### src/rtl/hz_pkg.sv
package hz_pkg;
   typedef enum logic [1:0] {
      FW_RF  = 2'd0,
      FW_EXM = 2'd1,
      FW_MWB = 2'd2,
      FW_WBK = 2'd3
   } fwd_src_e;
endpackage

### src/rtl/hz_ldm_track.sv
// Follows the highest destination of a load-multiple through buffer and writeback.
module hz_ldm_track #(
   parameter int NREGS = 16,
   parameter int RW    = 4
) (
   input  logic             clk,
   input  logic             rst_n,
   input  logic             ex_is_ldm,
   input  logic [NREGS-1:0] ex_ldm_list,
   output logic             ex_hi_vld,
   output logic [RW-1:0]    ex_hi,
   output logic             mem_vld,
   output logic [RW-1:0]    mem_hi,
   output logic             wb_vld,
   output logic [RW-1:0]    wb_hi
);
   always_comb begin
      ex_hi = '0;
      for (int n = 0; n < NREGS; n++) begin
         if (ex_ldm_list[n]) ex_hi = RW'(n);
      end
   end

   assign ex_hi_vld = ex_is_ldm && (|ex_ldm_list);

   always_ff @(posedge clk or negedge rst_n) begin
      if (!rst_n) begin
         mem_vld <= 1'b0;
         mem_hi  <= '0;
         wb_vld  <= 1'b0;
         wb_hi   <= '0;
      end else begin
         mem_vld <= ex_hi_vld;
         mem_hi  <= ex_hi;
         wb_vld  <= mem_vld;
         wb_hi   <= mem_hi;
      end
   end

   assert_wb_follows_mem_R11: assert property (@(posedge clk) disable iff (!rst_n)
      mem_vld |=> (wb_vld && wb_hi == $past(mem_hi)));
endmodule

### src/rtl/hz_src_cmp.sv
// Per-source comparison: bypass choice and interlock request.
module hz_src_cmp import hz_pkg::*; #(
   parameter int NREGS  = 16,
   parameter int RW     = 4,
   parameter int PC_IDX = 15,
   parameter bit FWD_WB = 1'b1
) (
   input  logic [RW-1:0]    src,
   input  logic             use_i,
   input  logic [RW-1:0]    ex_dst,
   input  logic             ex_wen,
   input  logic             ex_load,
   input  logic             ex_ldm,
   input  logic [NREGS-1:0] ex_ldm_list,
   input  logic [RW-1:0]    mem_dst,
   input  logic             mem_wen,
   input  logic             mem_ldm_vld,
   input  logic [RW-1:0]    mem_ldm_hi,
   input  logic [RW-1:0]    wb_dst,
   input  logic             wb_wen,
   input  logic             wb_ldm_vld,
   input  logic [RW-1:0]    wb_ldm_hi,
   output logic [1:0]       sel,
   output logic             stall
);
   localparam logic [RW-1:0] PC_R = RW'(PC_IDX);

   logic live, hit_ex, hit_ldm, hit_mem, hit_mem_hi, hit_wb;

   assign live       = use_i && (src != PC_R);
   assign hit_ex     = live && ex_wen && !ex_ldm && (ex_dst == src);
   assign hit_ldm    = live && ex_ldm && ex_ldm_list[src];
   assign hit_mem    = live && mem_wen && (mem_dst == src);
   assign hit_mem_hi = live && mem_ldm_vld && (mem_ldm_hi == src);

   generate
      if (FWD_WB) begin : g_wb_path
         assign hit_wb = live && ((wb_wen && (wb_dst == src)) ||
                                  (wb_ldm_vld && (wb_ldm_hi == src)));
      end else begin : g_wb_none
         assign hit_wb = 1'b0;
      end
   endgenerate

   assign stall = (hit_ex && ex_load) || hit_ldm || hit_mem_hi;

   always_comb begin
      fwd_src_e s;
      if (hit_ex)       s = FW_EXM;
      else if (hit_mem) s = FW_MWB;
      else if (hit_wb)  s = FW_WBK;
      else              s = FW_RF;
      sel = s;
   end
endmodule

### src/rtl/hz_fwd_interlock.sv
module hz_fwd_interlock import hz_pkg::*; #(
   parameter int NREGS  = 16,
   parameter int RW     = 4,
   parameter int NSRC   = 3,
   parameter int PC_IDX = 15,
   parameter bit FWD_WB = 1'b1
) (
   input  logic                 clk,
   input  logic                 rst_n,
   input  logic [NSRC*RW-1:0]   id_src_idx,
   input  logic [NSRC-1:0]      id_src_use,
   input  logic [RW-1:0]        ex_dst,
   input  logic                 ex_wen,
   input  logic                 ex_is_load,
   input  logic                 ex_is_ldm,
   input  logic [NREGS-1:0]     ex_ldm_list,
   input  logic [RW-1:0]        mem_dst,
   input  logic                 mem_wen,
   input  logic [RW-1:0]        wb_dst,
   input  logic                 wb_wen,
   output logic [NSRC*2-1:0]    fwd_sel,
   output logic                 pc_hold,
   output logic                 ifid_hold,
   output logic                 ex_bubble
);
   localparam logic [RW-1:0] PC_R = RW'(PC_IDX);

   generate
      if (NSRC < 1 || NSRC > 8) begin : g_bad_nsrc
         $error("NSRC out of range");
      end
      if ((1 << RW) < NREGS) begin : g_bad_rw
         $error("RW too narrow for NREGS");
      end
      if (PC_IDX >= NREGS) begin : g_bad_pc
         $error("PC_IDX outside register file");
      end
   endgenerate

   logic            ex_hi_vld, mem_ldm_vld, wb_ldm_vld;
   logic [RW-1:0]   ex_hi, mem_ldm_hi, wb_ldm_hi;
   logic [NSRC-1:0] stall_v;

   hz_ldm_track #(.NREGS(NREGS), .RW(RW)) u_track (
      .clk        (clk),
      .rst_n      (rst_n),
      .ex_is_ldm  (ex_is_ldm),
      .ex_ldm_list(ex_ldm_list),
      .ex_hi_vld  (ex_hi_vld),
      .ex_hi      (ex_hi),
      .mem_vld    (mem_ldm_vld),
      .mem_hi     (mem_ldm_hi),
      .wb_vld     (wb_ldm_vld),
      .wb_hi      (wb_ldm_hi)
   );

   generate
      for (genvar i = 0; i < NSRC; i++) begin : g_src
         logic [RW-1:0] s_idx;
         logic [1:0]    s_sel;
         assign s_idx = id_src_idx[i*RW +: RW];

         hz_src_cmp #(.NREGS(NREGS), .RW(RW), .PC_IDX(PC_IDX), .FWD_WB(FWD_WB)) u_cmp (
            .src        (s_idx),
            .use_i      (id_src_use[i]),
            .ex_dst     (ex_dst),
            .ex_wen     (ex_wen),
            .ex_load    (ex_is_load),
            .ex_ldm     (ex_is_ldm),
            .ex_ldm_list(ex_ldm_list),
            .mem_dst    (mem_dst),
            .mem_wen    (mem_wen),
            .mem_ldm_vld(mem_ldm_vld),
            .mem_ldm_hi (mem_ldm_hi),
            .wb_dst     (wb_dst),
            .wb_wen     (wb_wen),
            .wb_ldm_vld (wb_ldm_vld),
            .wb_ldm_hi  (wb_ldm_hi),
            .sel        (s_sel),
            .stall      (stall_v[i])
         );
         assign fwd_sel[i*2 +: 2] = s_sel;

         assert_pc_never_bypassed_R7: assert property (@(posedge clk) disable iff (!rst_n)
            (id_src_use[i] && s_idx == PC_R) |-> (s_sel == FW_RF && !stall_v[i]));

         assert_sel_needs_wen_R6: assert property (@(posedge clk) disable iff (!rst_n)
            ((s_sel == FW_EXM) |-> (ex_wen && !ex_is_ldm)) and
            ((s_sel == FW_MWB) |-> mem_wen) and
            ((s_sel == FW_WBK) |-> (wb_wen || wb_ldm_vld)));

         assert_load_use_stall_R8: assert property (@(posedge clk) disable iff (!rst_n)
            (ex_is_load && ex_wen && !ex_is_ldm && id_src_use[i] &&
             s_idx == ex_dst && s_idx != PC_R) |-> (pc_hold && ifid_hold && ex_bubble));

         assert_ldm_hi_second_stall_R11: assert property (@(posedge clk) disable iff (!rst_n)
            (ex_hi_vld && id_src_use[i] && s_idx == ex_hi && s_idx != PC_R) |=>
            (!($stable(s_idx) && $stable(id_src_use[i])) || pc_hold));
      end
   endgenerate

   assign pc_hold   = |stall_v;
   assign ifid_hold = pc_hold;
   assign ex_bubble = pc_hold;

   assert_stall_has_cause_R10: assert property (@(posedge clk) disable iff (!rst_n)
      pc_hold |-> (ex_is_load || ex_is_ldm || mem_ldm_vld));
endmodule

### config.mk
export PLATFORM = sky130hd
export DESIGN_NAME = hz_fwd_interlock
export DESIGN_NICKNAME = d
export VERILOG_FILES = /design/src/rtl/hz_pkg.sv /design/src/rtl/hz_ldm_track.sv /design/src/rtl/hz_src_cmp.sv /design/src/rtl/hz_fwd_interlock.sv
export SDC_FILE = /design/constraint.sdc
export NUM_CORES = 1
export LEC_CHECK = 0
export BUFFER_PORTS_ARGS = -buffer_cell sky130_fd_sc_hd__buf_2
export CORE_ASPECT_RATIO = 0.75
export CORE_MARGIN = 2
export CORE_UTILIZATION = 45
export CTS_CLUSTER_SIZE = 14
export DETAILED_ROUTE_END_ITERATION = 10
export PLACE_DENSITY = 0.84
export SYNTH_ARGS = -nofsm -noshare
export SYNTH_HDL_FRONTEND = slang
export SYNTH_SLANG_ARGS = --single-unit
### constraint.sdc
create_clock -name clk -period 3.5 [get_ports clk]
set_input_delay 0.7 -clock clk [delete_from_list [all_inputs] [get_ports clk]]
set_output_delay 0.7 -clock clk [all_outputs]
set_load 0.005 [all_outputs]
==> summary.md <==
| Metric | Value |
|---|---|
| Slew HR | 58.9% |
| Syn. warnings | 0 |
| Fraction of the mapped netlist area in compound gates | 15.3% |
| Multiplexer share of the synthesized area | 12.8% |
| Number of vias per cell after detailed routing | 5.69 |
| Total Neg Setup Slack | 0 ps |
| Placed wire-length estimate after detailed placement | 3970 um |
| Num CTS Buffers | 3 |
| I/O Pins | 59 |
| Crit path setup slack, layout | 213 ps |
| Total core area | 0.00371 mm^2 |
| Post-Synthesis Net Count | 257 |
| Layout net count | 311 |
| RSZ-0062 raised after global routing | no |
| Required time at the worst-slack endpoint | 2800 ps |
| Crit path kind | primary input to output pin |
| GRT Total Usage | 22.7% |
| Ratio of cells with drive above 1 in the final layout | 31.7% |
| Post-synth EDFFs | 0 |
| Setup violation total in the final timing report | 0 |
| Synth Area per Inst | 8.47 um^2 |
| Slowest stage cell on the critical path | mux4_2 |
| Number of buffers on the longest clock path | 2 |
| Capturing element type of the critical path | output pin |
| Largest family of logic cells by synthesized area | XOR/XNOR gates |
| Area of the die | 0.00442 mm^2 |
| Final Hold Slack | 317 ps |
| Class of the most critical hold timing path | primary input to asynchronous set/reset pin |
| Antenna violations before repair | 0 |
| Simple-Gate Fraction of Synth Area | 21.1% |
| Outcome | complete, no violations |
| WP data arrival | 2590 ps |
| Routability Congestion | 0.943 |
| Transition time at the pin with the least slew margin | 610 ps |
| Final core utilization | 56.0% |
| Cells after DPL | 308 |
| Initial DRC Count | 125 |
| R2R depth | 0 |
| Biggest cell delay along the critical path | 540 ps |
| Final Hold Vio Count | 0 |
| Max Clock Freq | 304 MHz |
| Final ANT Viol Nets | 0 |
| Final Critical Period | 3290 ps |
| Dominant register cell in the synthesized netlist | dfrtp_1 |
| Worst setup SP type | primary input |
| Worst R2R Start | u_track.mem_hi[3] |
| Reported leakage power | 0.861 nW |
| Post-CTS Repair Setup Buffers | 0 |
| Starting utilization of the core area | 47.3% |
| Overall power of the completed layout | 454 uW |
| Row count | 19 |
| Total wire length | 4910 um |
| Overflow left after global routing | 0 |
| Port Buf Inserts | 58 |
| Unique masters post-synth | 40 |
| Final routed DRC violation total | 0 |
| Clock Sink Count | 10 |
| CTS tree | yes |
| Detailed Routing Iterations Pass 1 | 4 |
| H-Tree Level Count | 1 |
| Total power divided by cell area | 219 mW/mm^2 |
| Clock Pin Slew Worst Setup and Hold Paths | 40 ps |
| Area after detailed placement | 0.00204 mm^2 |
| Share of synthesized area occupied by flip-flops and latches | 14.3% |
| Vias after detailed routing | 1770 |
| Synthesized cell area | 0.00175 mm^2 |
| Pin count of the biggest net entering global routing | 14 |
| Detail-routed net length per standard cell | 15.8 um |
| Filler-free cell count of the finished design | 311 |
| Count of final max-slew check failures | 0 |
| Post-route clock period utilization | 93.9% |
| Async set or reset register ratio after synthesis | 100% |
| Cell Chain, Critical Path | buf_2, mux4_2, nor2_1, nor3_1, a22o_1, o41ai_2, nand4_1, buf_2 |
| First-pass GRT wire length | 8000 um |
| Number of synthesized register bits | 10 |
| Reg2Reg Capture Point | u_track.wb_hi[3] |
| Die extent in x | 76.1 um |
| Number of instances resized during post-cts repair | 0 |
| Post-Route Skew | 0.319 ps |
| Synthesized-area fraction occupied by xor and xnor cells | 28.5% |
| Pre-CTS setup slack | 250 ps |
| Via count of the first global-routing pass | 1699 |
| Worst IR drop on VDD | 0.000155 V |
| Post-cts hold buffer count | 0 |
| Post-synthesis cell count | 207 |
| Worst Path Max Fanout | 10 |
| Final design instance area without fill | 0.00208 mm^2 |
| Count of max-cap constraint violations | 0 |
| Critical path's most frequent cell | buf_2 |
| Setup slack, reg-to-reg | 2920 ps |
| Latest clock arrival within the worst-skew pair | 230 ps |
| P&R area growth vs syn | 18.6% |
| Vertical die dimension | 58.1 um |
| Clock root buffer | clkbuf_8 |
| Fraction of the mapped netlist area in adder cells | 0% |
| Antenna diodes | 0 |
[synth_stat cells (all sizes together), types with 2 or more instances]
master  number  area (um^2)
a211oi       5         37.5
a21o         5         37.5
a21oi        8         40.0
buf         15          116
dfrtp       10          250
inv          7         26.3
mux2         3         33.8
mux4         8          180
nand2        7         26.3
nand2b       3         18.8
nand3       13         65.1
nand4        3         18.8
nor2         9         33.8
nor2b        4         25.0
nor3        11         55.1
nor3b        2         15.0
nor4        14         87.6
o21ai        4         23.8
o22ai        2         12.5
o31ai        2         15.0
xnor2       20          175
xor2        37          324
[worst max-delay path, delay by kind of cell]
| family | cells | cell delay [ps] |
|---|---|---|
| mux | 1 | 540 |
| compound gates | 2 | 570 |
| buf+inv | 2 | 410 |
| simple gates | 3 | 370 |
[how the worst max path moves through the flow]
stage,cells past startpoint,from,to,slack (ps)
global placement,8,id_src_idx[0],pc_hold,270
finish,8,id_src_idx[0],ifid_hold,210
floorplan,8,id_src_idx[0],ifid_hold,510
detailed placement,8,id_src_idx[0],ifid_hold,250
CTS,8,id_src_idx[0],ifid_hold,230
global route,8,id_src_idx[0],ifid_hold,140
[layer usage]
metal | track usage, % | routed length [um] | vias up
li1 | - | - | 866
met1 | 31.4 | 2250 | 825
met2 | 39.7 | 2340 | 79
met3 | 2.96 | 314 | 0
met4 | 2.86 | 0 | 0
met5 | 0 | 0 | -
[cell type report]
cell class | instances | area (um^2)
multi-input cells | 175 | 1360
flip-flops and latches | 10 | 250
clock buffers | 3 | 41.3
fillers | 362 | 1630
inverters | 7 | 26.3
well taps | 52 | 65.1
repair buffers | 64 | 335
[registers in the layout (all words and copies together), names as in the netlist]
name,count
u_track.wb_vld,1
u_track.mem_hi,4
u_track.wb_hi,4
u_track.mem_vld,1
[where the power goes]
| part | internal [mW] | switching, mW | total (mW) |
|---|---|---|---|
| registers | 0.121 | 0.00661 | 0.128 |
| logic | 0.103 | 0.115 | 0.217 |
| clock network | 0.0744 | 0.0350 | 0.109 |
| total | 0.298 | 0.156 | 0.454 |
[cell usage in the layout (no fill, tap or decap), types with 2 or more instances in the layout]
cell	count
xor2_1	37
nand4_1	3
nor4_1	14
o31ai_1	2
nor3_1	11
nand2_1	7
nor2_1	9
buf_2	58
o22ai_1	2
dfrtp_1	10
nor2b_1	4
a211oi_1	5
buf_4	6
a21o_1	5
nand3_1	13
mux4_2	8
nor3b_1	2
clkbuf_8	3
xnor2_1	20
o21ai_0	3
nand2b_1	3
a21oi_1	8
mux2_2	3
inv_1	7
[logic make-up (layout without fill, tap and decap cells)]
kind of cell    count (synthesis)  in the layout
xor+xnor                       57             57
flops                          10             10
simple gates                   69             69
buf+inv                        22             74
compound gates                 37             37
mux                            12             12
No activity file was read; power rests on OpenSTA's default activity.
